## src/rtl/ccb_pkg.sv

```systemverilog
// Package: shared types and opcode constants for the condition-code
// branch resolver. Assumes 8-bit opcodes and a four-flag register.
package ccb_pkg;

    // Flag generator operations.
    typedef enum logic [1:0] {
        ALU_ADD  = 2'd0,
        ALU_SUB  = 2'd1,
        ALU_MOVE = 2'd2,
        ALU_TEST = 2'd3
    } alu_op_e;

    // Branch decode classes.
    typedef enum logic [1:0] {
        KIND_ILLEGAL = 2'd0,
        KIND_COND    = 2'd1,
        KIND_SHORT   = 2'd2,
        KIND_LONG    = 2'd3
    } br_kind_e;

    // Condition codes, packed in the order {N,Z,V,C}.
    typedef struct packed {
        logic n;
        logic z;
        logic v;
        logic c;
    } cc_t;

    // Opcode constants.
    localparam logic [7:0] OPC_BR_SHORT = 8'h11;
    localparam logic [7:0] OPC_BR_LONG  = 8'h31;
    localparam logic [7:0] OPC_NE       = 8'h12;
    localparam logic [7:0] OPC_EQ       = 8'h13;
    localparam logic [7:0] OPC_GT       = 8'h14;
    localparam logic [7:0] OPC_LE       = 8'h15;
    localparam logic [7:0] OPC_GE       = 8'h18;
    localparam logic [7:0] OPC_LT       = 8'h19;
    localparam logic [7:0] OPC_GTU      = 8'h1A;
    localparam logic [7:0] OPC_LEU      = 8'h1B;
    localparam logic [7:0] OPC_VC       = 8'h1C;
    localparam logic [7:0] OPC_VS       = 8'h1D;
    localparam logic [7:0] OPC_GEU_CC   = 8'h1E;
    localparam logic [7:0] OPC_LTU_CS   = 8'h1F;

endpackage

```

## src/rtl/ccb_flag_gen.sv

```systemverilog
// Module: ccb_flag_gen
// Computes the next condition codes from an add, subtract/compare, move or
// test-against-zero. The flags describe the wrapped DATA_W-bit result, so N
// may disagree with the true sign when V is set. Purely combinational.
// Assumes DATA_W >= 2.
module ccb_flag_gen
    import ccb_pkg::*;
#(
    parameter int DATA_W = 32
) (
    input  alu_op_e           op,
    input  logic [DATA_W-1:0] a,
    input  logic [DATA_W-1:0] b,
    input  cc_t               cc_old,
    output cc_t               cc_new
);
    localparam int MSB = DATA_W - 1;

    logic [DATA_W:0]   sum_ext;
    logic [DATA_W:0]   dif_ext;
    logic [DATA_W-1:0] sum_w;
    logic [DATA_W-1:0] dif_w;
    logic              add_ovf;
    logic              sub_ovf;

    // Wide add and subtract; the extra bit is the carry or the borrow.
    always_comb begin
        sum_ext = {1'b0, a} + {1'b0, b};
        dif_ext = {1'b0, a} - {1'b0, b};
        sum_w   = sum_ext[MSB:0];
        dif_w   = dif_ext[MSB:0];
    end

    // Signed overflow: operand signs against the sign of the stored result.
    always_comb begin
        add_ovf = (a[MSB] == b[MSB]) && (sum_w[MSB] != a[MSB]);
        sub_ovf = (a[MSB] != b[MSB]) && (dif_w[MSB] != a[MSB]);
    end

    // Select the flags for the requested operation.
    always_comb begin
        unique case (op)
            ALU_ADD: begin
                cc_new.n = sum_w[MSB];
                cc_new.z = (sum_w == '0);
                cc_new.v = add_ovf;
                cc_new.c = sum_ext[DATA_W];
            end
            ALU_SUB: begin
                cc_new.n = dif_w[MSB];
                cc_new.z = (dif_w == '0);
                cc_new.v = sub_ovf;
                cc_new.c = dif_ext[DATA_W];
            end
            ALU_MOVE: begin
                cc_new.n = a[MSB];
                cc_new.z = (a == '0);
                cc_new.v = 1'b0;
                cc_new.c = cc_old.c;
            end
            default: begin
                cc_new.n = a[MSB];
                cc_new.z = (a == '0);
                cc_new.v = 1'b0;
                cc_new.c = 1'b0;
            end
        endcase
    end

endmodule

```

## src/rtl/ccb_cond_eval.sv

```systemverilog
// Module: ccb_cond_eval
// Decodes a branch opcode into its class and evaluates its test against the
// held condition codes. Signed order is read from N, unsigned order from
// the borrow in C. Combinational.
module ccb_cond_eval
    import ccb_pkg::*;
(
    input  logic [7:0] opcode,
    input  cc_t        cc,
    output br_kind_e   kind,
    output logic       take
);
    logic cond_hit;

    // Opcode class lookup.
    always_comb begin
        unique case (opcode)
            OPC_BR_SHORT: kind = KIND_SHORT;
            OPC_BR_LONG:  kind = KIND_LONG;
            OPC_NE, OPC_EQ, OPC_GT, OPC_LE, OPC_GE, OPC_LT,
            OPC_GTU, OPC_LEU, OPC_VC, OPC_VS,
            OPC_GEU_CC, OPC_LTU_CS: kind = KIND_COND;
            default:      kind = KIND_ILLEGAL;
        endcase
    end

    // Condition test of each conditional code.
    always_comb begin
        unique case (opcode)
            OPC_EQ:     cond_hit = cc.z;
            OPC_NE:     cond_hit = !cc.z;
            OPC_GT:     cond_hit = !(cc.n || cc.z);
            OPC_LE:     cond_hit = cc.n || cc.z;
            OPC_GE:     cond_hit = !cc.n;
            OPC_LT:     cond_hit = cc.n;
            OPC_GTU:    cond_hit = !(cc.c || cc.z);
            OPC_LEU:    cond_hit = cc.c || cc.z;
            OPC_GEU_CC: cond_hit = !cc.c;
            OPC_LTU_CS: cond_hit = cc.c;
            OPC_VS:     cond_hit = cc.v;
            OPC_VC:     cond_hit = !cc.v;
            default:    cond_hit = 1'b0;
        endcase
    end

    // Final take decision per class.
    always_comb begin
        unique case (kind)
            KIND_SHORT, KIND_LONG: take = 1'b1;
            KIND_COND:             take = cond_hit;
            default:               take = 1'b0;
        endcase
    end

endmodule

```

## src/rtl/ccb_target_add.sv

```systemverilog
// Module: ccb_target_add
// Sign-extends a byte or word displacement and adds it to the address of
// the next sequential instruction, wrapping at ADDR_W bits. Assumes
// ADDR_W > DISP_W >= 8. Combinational.
module ccb_target_add #(
    parameter int ADDR_W = 32,
    parameter int DISP_W = 16
) (
    input  logic [ADDR_W-1:0] seq_pc,
    input  logic [DISP_W-1:0] disp,
    input  logic              use_long,
    output logic [ADDR_W-1:0] target
);
    localparam int BYTE_W = 8;

    logic [ADDR_W-1:0] ext_byte;
    logic [ADDR_W-1:0] ext_long;
    logic [ADDR_W-1:0] offset;

    // Sign extension of both displacement widths.
    always_comb begin
        ext_byte = {{(ADDR_W-BYTE_W){disp[BYTE_W-1]}}, disp[BYTE_W-1:0]};
        ext_long = {{(ADDR_W-DISP_W){disp[DISP_W-1]}}, disp};
    end

    // Offset pick and modular add.
    always_comb begin
        offset = use_long ? ext_long : ext_byte;
        target = seq_pc + offset;
    end

endmodule

```

## src/rtl/cc_branch_resolver.sv

```systemverilog
// Module: cc_branch_resolver (top)
// Holds the condition-code register, updates it from the flag generator and
// resolves one relative branch per cycle against the held flags. Results
// are registered: they appear one clock after the request. A same-cycle
// flag update is not seen by the branch. Synchronous active-low reset.
module cc_branch_resolver
    import ccb_pkg::*;
#(
    parameter int DATA_W = 32,
    parameter int ADDR_W = 32,
    parameter int DISP_W = 16
) (
    input  logic              clk,
    input  logic              rst_n,
    input  logic              alu_valid,
    input  logic [1:0]        alu_op,
    input  logic [DATA_W-1:0] alu_a,
    input  logic [DATA_W-1:0] alu_b,
    input  logic              br_valid,
    input  logic [7:0]        br_opcode,
    input  logic [DISP_W-1:0] br_disp,
    input  logic [ADDR_W-1:0] br_next_pc,
    output logic [3:0]        cc_flags,
    output logic              res_valid,
    output logic              res_taken,
    output logic              res_illegal,
    output logic [ADDR_W-1:0] res_npc
);
    cc_t               cc_q;
    cc_t               cc_d;
    br_kind_e          kind;
    logic              take;
    logic [ADDR_W-1:0] target;

    ccb_flag_gen #(.DATA_W(DATA_W)) u_flags (
        .op     (alu_op_e'(alu_op)),
        .a      (alu_a),
        .b      (alu_b),
        .cc_old (cc_q),
        .cc_new (cc_d)
    );

    ccb_cond_eval u_cond (
        .opcode (br_opcode),
        .cc     (cc_q),
        .kind   (kind),
        .take   (take)
    );

    ccb_target_add #(.ADDR_W(ADDR_W), .DISP_W(DISP_W)) u_tgt (
        .seq_pc   (br_next_pc),
        .disp     (br_disp),
        .use_long (kind == KIND_LONG),
        .target   (target)
    );

    // Condition-code register: loads only on a flag update request.
    always_ff @(posedge clk) begin
        if (!rst_n)         cc_q <= '0;
        else if (alu_valid) cc_q <= cc_d;
    end

    // Branch result register.
    always_ff @(posedge clk) begin
        if (!rst_n) begin
            res_valid   <= 1'b0;
            res_taken   <= 1'b0;
            res_illegal <= 1'b0;
            res_npc     <= '0;
        end else begin
            res_valid <= br_valid;
            if (br_valid) begin
                res_taken   <= take;
                res_illegal <= (kind == KIND_ILLEGAL);
                res_npc     <= take ? target : br_next_pc;
            end
        end
    end

    assign cc_flags = cc_q;

    AST_RESET_CLEAR: assert property (@(posedge clk)
        !rst_n |=> (!res_valid && !res_taken && !res_illegal && cc_flags == 4'd0));
    AST_FLAGS_HOLD: assert property (@(posedge clk) disable iff (!rst_n)
        !alu_valid |=> $stable(cc_flags));
    AST_RESULT_FOLLOWS: assert property (@(posedge clk) disable iff (!rst_n)
        br_valid |=> res_valid);
    AST_NO_SPURIOUS_RESULT: assert property (@(posedge clk) disable iff (!rst_n)
        !br_valid |=> !res_valid);
    AST_UNCOND_TAKEN: assert property (@(posedge clk) disable iff (!rst_n)
        (br_valid && (br_opcode == OPC_BR_SHORT || br_opcode == OPC_BR_LONG))
        |=> (res_taken && !res_illegal));
    AST_ILLEGAL_NOT_TAKEN: assert property (@(posedge clk) disable iff (!rst_n)
        (res_valid && res_illegal) |-> !res_taken);
    AST_NOT_TAKEN_SEQ: assert property (@(posedge clk) disable iff (!rst_n)
        (res_valid && !res_taken) |-> (res_npc == $past(br_next_pc)));

endmodule

```

## config.mk

```make
export PLATFORM = sky130hd
export DESIGN_NAME = cc_branch_resolver
export DESIGN_NICKNAME = d
export VERILOG_FILES = /design/src/rtl/ccb_pkg.sv /design/src/rtl/ccb_flag_gen.sv /design/src/rtl/ccb_cond_eval.sv /design/src/rtl/ccb_target_add.sv /design/src/rtl/cc_branch_resolver.sv
export SDC_FILE = /design/constraint.sdc
export NUM_CORES = 1
export LEC_CHECK = 0
export CORE_MARGIN = 2
export CORE_UTILIZATION = 45
export DETAILED_ROUTE_END_ITERATION = 6
export PLACE_DENSITY = 0.79
export SYNTH_ARGS = -nofsm -noshare
export SYNTH_HDL_FRONTEND = slang
export SYNTH_SLANG_ARGS = --single-unit
```

## constraint.sdc

```tcl
create_clock -name clk -period 9.4 [get_ports clk]
set_input_delay 1.88 -clock clk [delete_from_list [all_inputs] [get_ports clk]]
set_output_delay 1.88 -clock clk [all_outputs]
set_load 0.1 [all_outputs]
```

==> results.cfg, run 1 <==
[synthesis]
synth_cell_types = 78
ys_seq_elements = 39
syn_area_um2 = 7840
synth_nets = 1373
async_flop_share_pct = 0
synth_largest_area_cell = ha_1
synth_edf_count = 0
synth_top_area_share_pct = 15.2
avgSynthCellArea_um2 = 6.82
postSynthCellCount = 1149
synth-main-ff-cell = dfxtp_1
synthTopCellsByArea = ha_1, dfxtp_1, a21oi_1
yosysWarnings = 0
ys_seq_area_share_pct = 9.96

[setup_path]
ff2ff_setup_slack_ns = 6.60
worstPathCellList = clkdlybuf4s50_1 > nor2b_1 > or2_2 > o21ai_0 > nor2b_1 > nor2_1 > nand2_1 > nand2_1 > ha_1 > and3_1 > a221oi_1 > o22ai_1 > a211oi_1 > o2bb2ai_1 > o2111ai_1 > a21o_1 > nand2_1 > nand2_1 > a311o_1 > a21o_1 > a32o_1
crit_buf_inv = 1
cpMaxStageDelayCell = clkdlybuf4s50_1
cp_common_cell = nand2_1
cpPeakStageDelay_ns = 0.49
r2r_start = cc_flags[2]$_SDFFE_PN0P_
r2r-end = res_npc[30]$_SDFFE_PN0P_
cp.depth = 21
reg2reg_depth = 8
critPathKind = in2reg
critical_path.startpoint_type = input pin
arrival_ns = 6.90
critPathMaxFanout = 8
cp_top_family = compound AO/OA/AOI/OAI gates
crit_required_ns = 9.58
end_kind = flip-flop

[power_and_ir_drop]
power.leakage_nw = 4.13
p_per_area_nw_per_um2 = 104
ir_worst_vdd_uv = 180

[clocking]
clk_path_buf_depth = 2
ctsHoldBuffers = 0
cts_setup_buffers = 0
clk_pin_slew_ns = 0.06
cts_root_buffer = clkbuf_16
cts_buffers = 5
cts_tree = done
post_cts_resized = 0
cts_sinks = 39
clock_latency_ns = 0.29
htreeDepth = 2

[timing]
whs_ns = 0.478
fin_ws_ns = 2.67
max_slew.worst_pin.slew_ns = 1.12
drv_slew = 0
fmax_mhz = 149
setup_violations = 0
tns_ns = 0
rsz0062_at_grt = false
min_period_ns = 6.73
slew_headroom_pct = 25.0
fin_crit_sh_pct = 71.6
fin_skew_ns = 0.00552
final_hold_viol_count = 0

[place]
dp_hpwl_um = 22100
portBuffers = 164
dpl_worst_slack_ns = 2.44
numPlacedInstances = 1483
gp_congestion = 1.04

[routing]
drcViolationCount = 0
drtPass1Iterations = 6
drt_wl_total_um = 27500
ant_nets = 0
num_vias = 9212
vias_per_cell = 6.18
drt_iter0_drc = 808
post_drt_wl_per_cell_um = 18.4

[min_path]
holdPathStages = 1
min_to = res_npc[4]$_SDFFE_PN0P_
hold_path_class = reg2reg
holdCritStartpoint = res_npc[4]$_SDFFE_PN0P_

[layout]
fin_nets = 1489
antenna_cells = 0
area_delta_synth_final_pct = 23.9
stdcell_count = 1491
drive_gt1_share_pct = 2.45

[status]
status = finished clean

[global_routing]
grt_util_all_layers_pct = 28.7
grt_max_degree = 68
antenna_found_initial = 0
grt_pass1_vias = 8541
grt_overflow = 0
grt_pass1_wl_um = 43200

[die]
core_area_um2 = 17200
fp.dieArea_um2 = 18500
io_pins = 165
start_util_pct = 45.6
dieHeight_um = 136
rows = 48
die_w_um = 136

[run]
drv_cap = 0
-- metal layers --
metal | vias to the layer above | share of wire [%] | global-route usage [%]
met2 | 427 | 47 | 50.4
met4 | 0 | 3.8 | 11.2
met1 | 4240 | 42 | 35.9
li1 | 4477 | - | -
met3 | 68 | 6.9 | 3.21
met5 | - | 0 | 0
-- placed cells by master (no fill, tap or decap), types with 5 or more instances in the layout --
cell             synthesis  final
clkdlybuf4s50_1          0    163
a21oi_1                130    130
nor2_1                  99     99
ha_1                    95     95
inv_1                   87     87
o21ai_0                 87     87
nand2_1                 82     82
dfxtp_1                 39     39
nand3_1                 37     37
nand2b_1                29     29
xnor2_1                 27     27
nor4_1                  27     27
nor2b_1                 26     26
nor3_1                  24     24
a21o_1                  24     24
nand4_1                 18     18
o31ai_1                 18     18
mux2i_1                 17     17
o211ai_1                15     15
o21bai_1                13     13
xor2_1                  13     13
o21a_1                  13     12
o211a_1                 12     12
a31oi_1                 11     11
o2111ai_1               10     10
or2_2                    9      9
and3_1                   9      9
a21boi_0                 7      7
or3_1                    7      7
a211oi_1                 6      6
a2111oi_0                6      6
a221o_1                  5      5
o311ai_0                 5      5
o221ai_1                 5      5
a22oi_1                  5      5
clkbuf_16                0      5
-- cells by family (layout without fill, tap and decap cells) --
group | count (synthesis) | after routing | share of synthesized area, %
fa+ha+maj | 98 | 98 | 15.9
mux | 19 | 19 | 2.46
buf+inv | 144 | 261 | 7.14
xor+xnor | 40 | 40 | 4.47
flops | 39 | 39 | 9.96
simple gates | 390 | 390 | 24.9
compound gates | 419 | 419 | 35.1
-- registers in the layout, indices dropped and copies added (netlist names) --
name / flops
res_valid: 1
cc_flags: 4
res_illegal: 1
res_taken: 1
res_npc: 32
-- stage by stage --
stage	total power [W]	util [%]	area, um^2
CTS	0.00101	56.5	9710
global route	0.00107	56.5	9710
floorplan	0.000616	-	7840
detailed placement	0.000801	55.5	9540
global placement	0.000799	55.5	9540
finish	0.00101	56.5	9710
-- synthesized netlist by cell type (4+ instances only) --
cell type and instances:
and3_1 9, o31ai_1 18, nand3_1 37, a211oi_1 6, or2_2 9, xor2_1 13
and2_1 4, o2111ai_1 10, nor3_1 24, o21a_1 13, nand2_1 82, nand4_1 18
o22ai_1 4, a221o_1 5, a21boi_0 7, buf_1 6, o21bai_1 13, clkbuf_1 45
inv_1 87, o211ai_1 15, dfxtp_1 39, o221ai_1 5, o21ai_0 87, a221oi_1 4
a21oi_1 130, o311ai_0 5, ha_1 95, nor2b_1 26, a21o_1 24, nor2_1 99
a2111o_1 4, nor4_1 27, a211o_1 4, nand2b_1 29, nand3b_1 4, a2111oi_0 6
o211a_1 12, a31oi_1 11, or3_1 7, mux2i_1 17, xnor2_1 27, a22oi_1 5
-- worst register-to-register path: cells and delay by family (launching register included) --
family,cells,cell delay [ns]
simple gates,2,0.25
flops,1,0.41
compound gates,5,1.60
mux,1,0.44
-- power breakdown --
group	total [W]	internal [W]	switching [W]
combinational	0.000630	0.000233	0.000396
clock	0.000201	0.000132	0.0000693
sequential	0.000183	0.000177	0.00000654
-- layout make-up --
cell class	instances	area, um^2
Inverter	87	327
Clock buffer	6	139
Sequential cell	39	781
Clock inverter	2	35.0
Multi-Input combinational cell	966	6500
Tap cell	225	282
Fill cell	1720	7470
Timing Repair Buffer	166	1650
-- worst max-delay path by stage --
stage,from,to
CTS,br_opcode[2],res_npc[30]$_SDFFE_PN0P_
global placement,br_opcode[2],res_npc[30]$_SDFFE_PN0P_
finish,br_opcode[2],res_npc[30]$_SDFFE_PN0P_
global route,br_opcode[2],res_npc[30]$_SDFFE_PN0P_
detailed placement,br_opcode[2],res_npc[30]$_SDFFE_PN0P_
floorplan,br_opcode[2],res_npc[30]$_SDFFE_PN0P_
No activity file was read; power rests on OpenSTA's default activity.
==> run 2, diff against run 1 <==
clock period = 6.6 ns   (was 9.4 ns; I/O delays follow)
==> results.cfg, run 2 (synthesis results as in run 1) <==
[status]
status = complete, but fails checks
failed_checks = DRC

[setup_path]
arrival_ns = 6.17
critical_path.startpoint_type = input pin
end_kind = flip-flop
critPathMaxFanout = 8
critPathKind = in2reg
crit_required_ns = 6.79

[layout]
seqCellArea_um2 = 781
regMostFlops = res_npc
layout_common_cells = clkdlybuf4s50_1, a21oi_1, nor2_1, ha_1
largest_reg_flops = 32
fin_nets = 1495
final_area_um2 = 9760
drive_gt1_share_pct = 2.99
nFillCells = 1713
antenna_cells = 0
multi_input_area_um2 = 6500
final_common_cell = clkdlybuf4s50_1
area_delta_synth_final_pct = 24.5

[routing]
vias_per_cell = 6.22
num_vias = 9311
drcViolationCount = 4
ant_nets = 0
post_drt_wl_per_cell_um = 18.4
drtPass1Iterations = 7
drt_iter0_drc = 591
drt_wl_total_um = 27500

[clocking]
cts_tree = done
cts_setup_buffers = 0
clk_path_buf_depth = 2
cts_root_buffer = clkbuf_16
cts_buffers = 5
ctsHoldBuffers = 0
clk_pin_slew_ns = 0.06
clock_latency_ns = 0.29
cts_sinks = 39
htreeDepth = 2

[timing]
rsz0062_at_grt = false
final_hold_viol_count = 0
max_slew.worst_pin.slew_ns = 1.13
drv_slew = 0
fmax_mhz = 167
slew_headroom_pct = 24.8
fin_crit_sh_pct = 90.7
min_period_ns = 5.98
setup_violations = 0
fin_skew_ns = 0.00889
tns_ns = 0

[power_and_ir_drop]
power_frac_seq_pct = 18.0
intPower_w = 0.000766
clockPowerShare_pct = 19.4
switching_share_pct = 47.0
power_switching_w = 0.000679
p_per_area_nw_per_um2 = 148
ir_worst_vdd_uv = 184
p_comb_share_pct = 62.5
power.leakage_nw = 4.16

[global_routing]
antenna_found_initial = 0
grt_pass1_vias = 8434
grt_pass1_wl_um = 43100
grt_max_degree = 68
grt_overflow = 0
grt_util_all_layers_pct = 28.8

[die]
rows = 48
die_w_um = 136
start_util_pct = 45.6
fp.dieArea_um2 = 18500
core_area_um2 = 17200
io_pins = 165
dieHeight_um = 136

[run]
drv_cap = 0

[min_path]
hold_path_class = reg2reg

[place]
dp_hpwl_um = 22100
gp_congestion = 0.977
portBuffers = 164
post_dp_cell_area_um2 = 9580
-- run 2: cell count changes in the layout (fill, tap and decap cells not counted), sizes merged --
cell | before | now
clkbuf | 6 | 5
buf | 3 | 9
clkinv | 1 | 2
-- run 2: what timing repair did --
item,4_1_cts,5_1_grt
gates resized for setup,0,1
setup endpoints to repair,0,1
hold endpoints to repair,0,0
-- run 2: final timing paths --
check	slack (ns)	depth (start not counted)	start	to
max	0.62	21	br_opcode[2]	res_npc[30]$_SDFFE_PN0P_
min	0.48	1	res_npc[4]$_SDFFE_PN0P_	res_npc[4]$_SDFFE_PN0P_
max reg2reg	3.81	8	cc_flags[2]$_SDFFE_PN0P_	res_npc[30]$_SDFFE_PN0P_
min reg2reg	0.48	1	res_npc[4]$_SDFFE_PN0P_	res_npc[4]$_SDFFE_PN0P_
-- run 2: through the flow --
step                util (%)  setup slack (ns)  std cells  hold slack, ns  total power, W
global placement        55.8             0.330       1489           0.461         0.00114
detailed placement      55.8             0.197       1489           0.470         0.00115
finish                  56.8             0.617       1497           0.478         0.00144
floorplan                  -              1.36       1149           0.918        0.000877
CTS                     56.8             0.531       1497           0.483         0.00143
global route            56.8           0.00995       1497           0.502         0.00153
-- run 2: worst max-delay path, stage by stage --
cell,delay (ns)
clkdlybuf4s50_1,0.49
nor2b_1,0.19
or2_2,0.31
o21ai_0,0.24
nor2b_1,0.30
nor2_1,0.18
nand2_1,0.10
nand2_1,0.05
ha_1,0.37
and3_1,0.23
a221oi_1,0.42
o22ai_1,0.19
a211oi_2,0.29
o2bb2ai_1,0.20
o2111ai_1,0.17
a21o_1,0.24
nand2_1,0.07
nand2_1,0.11
a311o_1,0.34
a21o_1,0.15
a32o_1,0.21
-- run 2: cell type report --
class	count	area share [%]
sequential	39	8.00
tap	225	2.89
multi-input combinational	966	66.6
inverter	87	3.35
clock inverter	3	0.449
timing repair buffer	172	17.4
clock buffer	5	1.28
-- run 2: routing by layer --
metal	vias to the layer above	wire [um]	GRT usage, %
li1	4496	-	-
met1	4320	11200	35.9
met2	442	13200	50.9
met3	53	2210	3.58
met4	0	898	10.1
met5	-	0	0
-- run 2: power groups by stage --
stage / clock (W) / combinational, W / sequential, W
6_report: 0.000281 / 0.000903 / 0.000261
3_3_place_gp: 0 / 0.000876 / 0.000266
5_1_grt: 0.000292 / 0.000972 / 0.000263
3_5_place_dp: 0 / 0.000880 / 0.000266
4_1_cts: 0.000283 / 0.000886 / 0.000261
2_1_floorplan: 0 / 0.000497 / 0.000380
==> run 3, diff against run 2 <==
PLACE_DENSITY = unset   (was 0.79)
PLACE_DENSITY_LB_ADDON = 0.15   (was unset)
==> results.cfg, run 3 (synthesis results as in run 1) <==
[status]
status = finished clean

[setup_path]
end_kind = flip-flop
arrival_ns = 6.27
critPathKind = in2reg
crit_start = br_opcode[2]
crit_required_ns = 6.78
critPathMaxFanout = 8
critical_path.startpoint_type = input pin
r2r_start = cc_flags[2]$_SDFFE_PN0P_
ff2ff_setup_slack_ns = 4.08

[place]
numPlacedInstances = 1492
portBuffers = 164
gp_congestion = 1.02
dp_hpwl_um = 22200

[clocking]
cts_sinks = 39
post_cts_resized = 0
cts_root_buffer = clkbuf_16
ctsHoldBuffers = 0
clock_latency_ns = 0.29
clk_path_buf_depth = 2
cts_setup_buffers = 0
clk_pin_slew_ns = 0.06
htreeDepth = 2
cts_buffers = 5
cts_tree = done

[power_and_ir_drop]
power_frac_seq_pct = 18.2
ir_worst_vdd_uv = 138
power_switching_w = 0.000678
p_comb_share_pct = 63.4
clockPowerShare_pct = 18.3
intPower_w = 0.000749
power.leakage_nw = 4.17
switching_share_pct = 47.5
p_per_area_nw_per_um2 = 146

[timing]
fin_skew_ns = 0.00387
min_period_ns = 6.09
max_slew.worst_pin.slew_ns = 1.05
drv_slew = 0
fmax_mhz = 164
fin_crit_sh_pct = 92.2
final_hold_viol_count = 0
rsz0062_at_grt = false
setup_violations = 0
slew_headroom_pct = 29.0
tns_ns = 0

[die]
start_util_pct = 45.6
core_area_um2 = 17200
io_pins = 165
rows = 48
die_w_um = 136
dieHeight_um = 136
fp.dieArea_um2 = 18500

[layout]
antenna_cells = 0
final_common_cell = clkdlybuf4s50_1
multi_input_area_um2 = 6500
area_delta_synth_final_pct = 24.6
regMostFlops = res_npc
nFillCells = 1731
seqCellArea_um2 = 781
largest_reg_flops = 32
layout_common_cells = clkdlybuf4s50_1, a21oi_1, nor2_1, ha_1
drive_gt1_share_pct = 3.14
stdcell_count = 1500
final_util_pct = 56.8
fin_nets = 1498

[global_routing]
grt_util_all_layers_pct = 29.1
met1_usage_pct = 37.2
antenna_found_initial = 0
grt_pass1_wl_um = 43200
grt_max_degree = 49
use_met3_pct = 2.87
grt_pass1_vias = 8412
grt_overflow = 0
use_met2_pct = 50.0
busiest_layer = met2

[routing]
post_drt_wl_per_cell_um = 18.5
ant_nets = 0
vias_per_cell = 6.16
drcViolationCount = 0
drtPass1Iterations = 5
num_vias = 9240
drt_iter0_drc = 775
drt_wl_total_um = 27800

[min_path]
hold_path_class = reg2reg
holdCritStartpoint = res_taken$_SDFFE_PN0P_

[run]
drv_cap = 0
-- run 3: cell types whose count changed in the layout (fill, tap and decap cells not counted) --
cell,change
bufinv_16,-1
clkinv_4,-1
a211oi_1,+1
clkinvlp_4,+1
buf_4,+3
clkinv_2,-1
a211oi_2,-1
clkbuf_8,+2
-- run 3: path summary, 6_finish.rpt --
check	endpoint	cells past startpoint
worst max-delay path	res_npc[30]$_SDFFE_PN0P_	21
worst min-delay path	res_taken$_SDFFE_PN0P_	1
worst max register to register	res_npc[0]$_SDFFE_PN0P_	10
worst min register to register	res_taken$_SDFFE_PN0P_	1
-- run 3: through the flow --
stage / hold slack [ns] / power (W) / setup WS (ns) / instance area, um^2
final: 0.478 / 0.00143 / 0.512 / 9760
after global routing: 0.497 / 0.00151 / 0.0414 / 9760
after CTS: 0.482 / 0.00142 / 0.480 / 9760
after detailed placement: 0.468 / 0.00115 / 0.178 / 9600
after global placement: 0.462 / 0.00115 / 0.264 / 9600
after floorplan: 0.918 / 0.000877 / 1.36 / 7840
-- run 3: cell type report --
cell class                      count  share of cell area, %
Inverter                           87                   3.34
Tap cell                          225                   2.88
Clock buffer                        7                   1.56
Timing Repair Buffer              175                   17.6
Multi-Input combinational cell    966                   66.5
Sequential cell                    39                   8.00
Clock inverter                      1                 0.0769
-- run 3: per-layer routing --
metal | wire (um) | vias to the layer above
li1 | - | 4492
met1 | 11700 | 4228
met2 | 13000 | 445
met3 | 1980 | 75
met4 | 1080 | 0
met5 | 0 | -
-- run 3: worst max-delay path, cell delays in order --
cell	delay [ns]
clkdlybuf4s50_1	0.50
nor2b_1	0.19
or2_2	0.31
o21ai_0	0.24
nor2b_1	0.29
nor2_1	0.18
nand2_1	0.10
nand2_1	0.06
ha_1	0.35
and3_1	0.22
a221oi_1	0.46
o22ai_1	0.17
a211oi_1	0.38
o2bb2ai_1	0.23
o2111ai_1	0.17
a21o_1	0.25
nand2_1	0.07
nand2_1	0.11
a311o_1	0.34
a21o_1	0.16
a32o_1	0.20
-- run 3: power groups by stage --
| stage | registers [W] | clock network (W) | logic, W |
|---|---|---|---|
| after floorplan | 0.000380 | 0 | 0.000497 |
| after global placement | 0.000265 | 0 | 0.000885 |
| after detailed placement | 0.000266 | 0 | 0.000883 |
| after CTS | 0.000260 | 0.000266 | 0.000889 |
| after global routing | 0.000262 | 0.000275 | 0.000975 |
| final | 0.000260 | 0.000262 | 0.000905 |
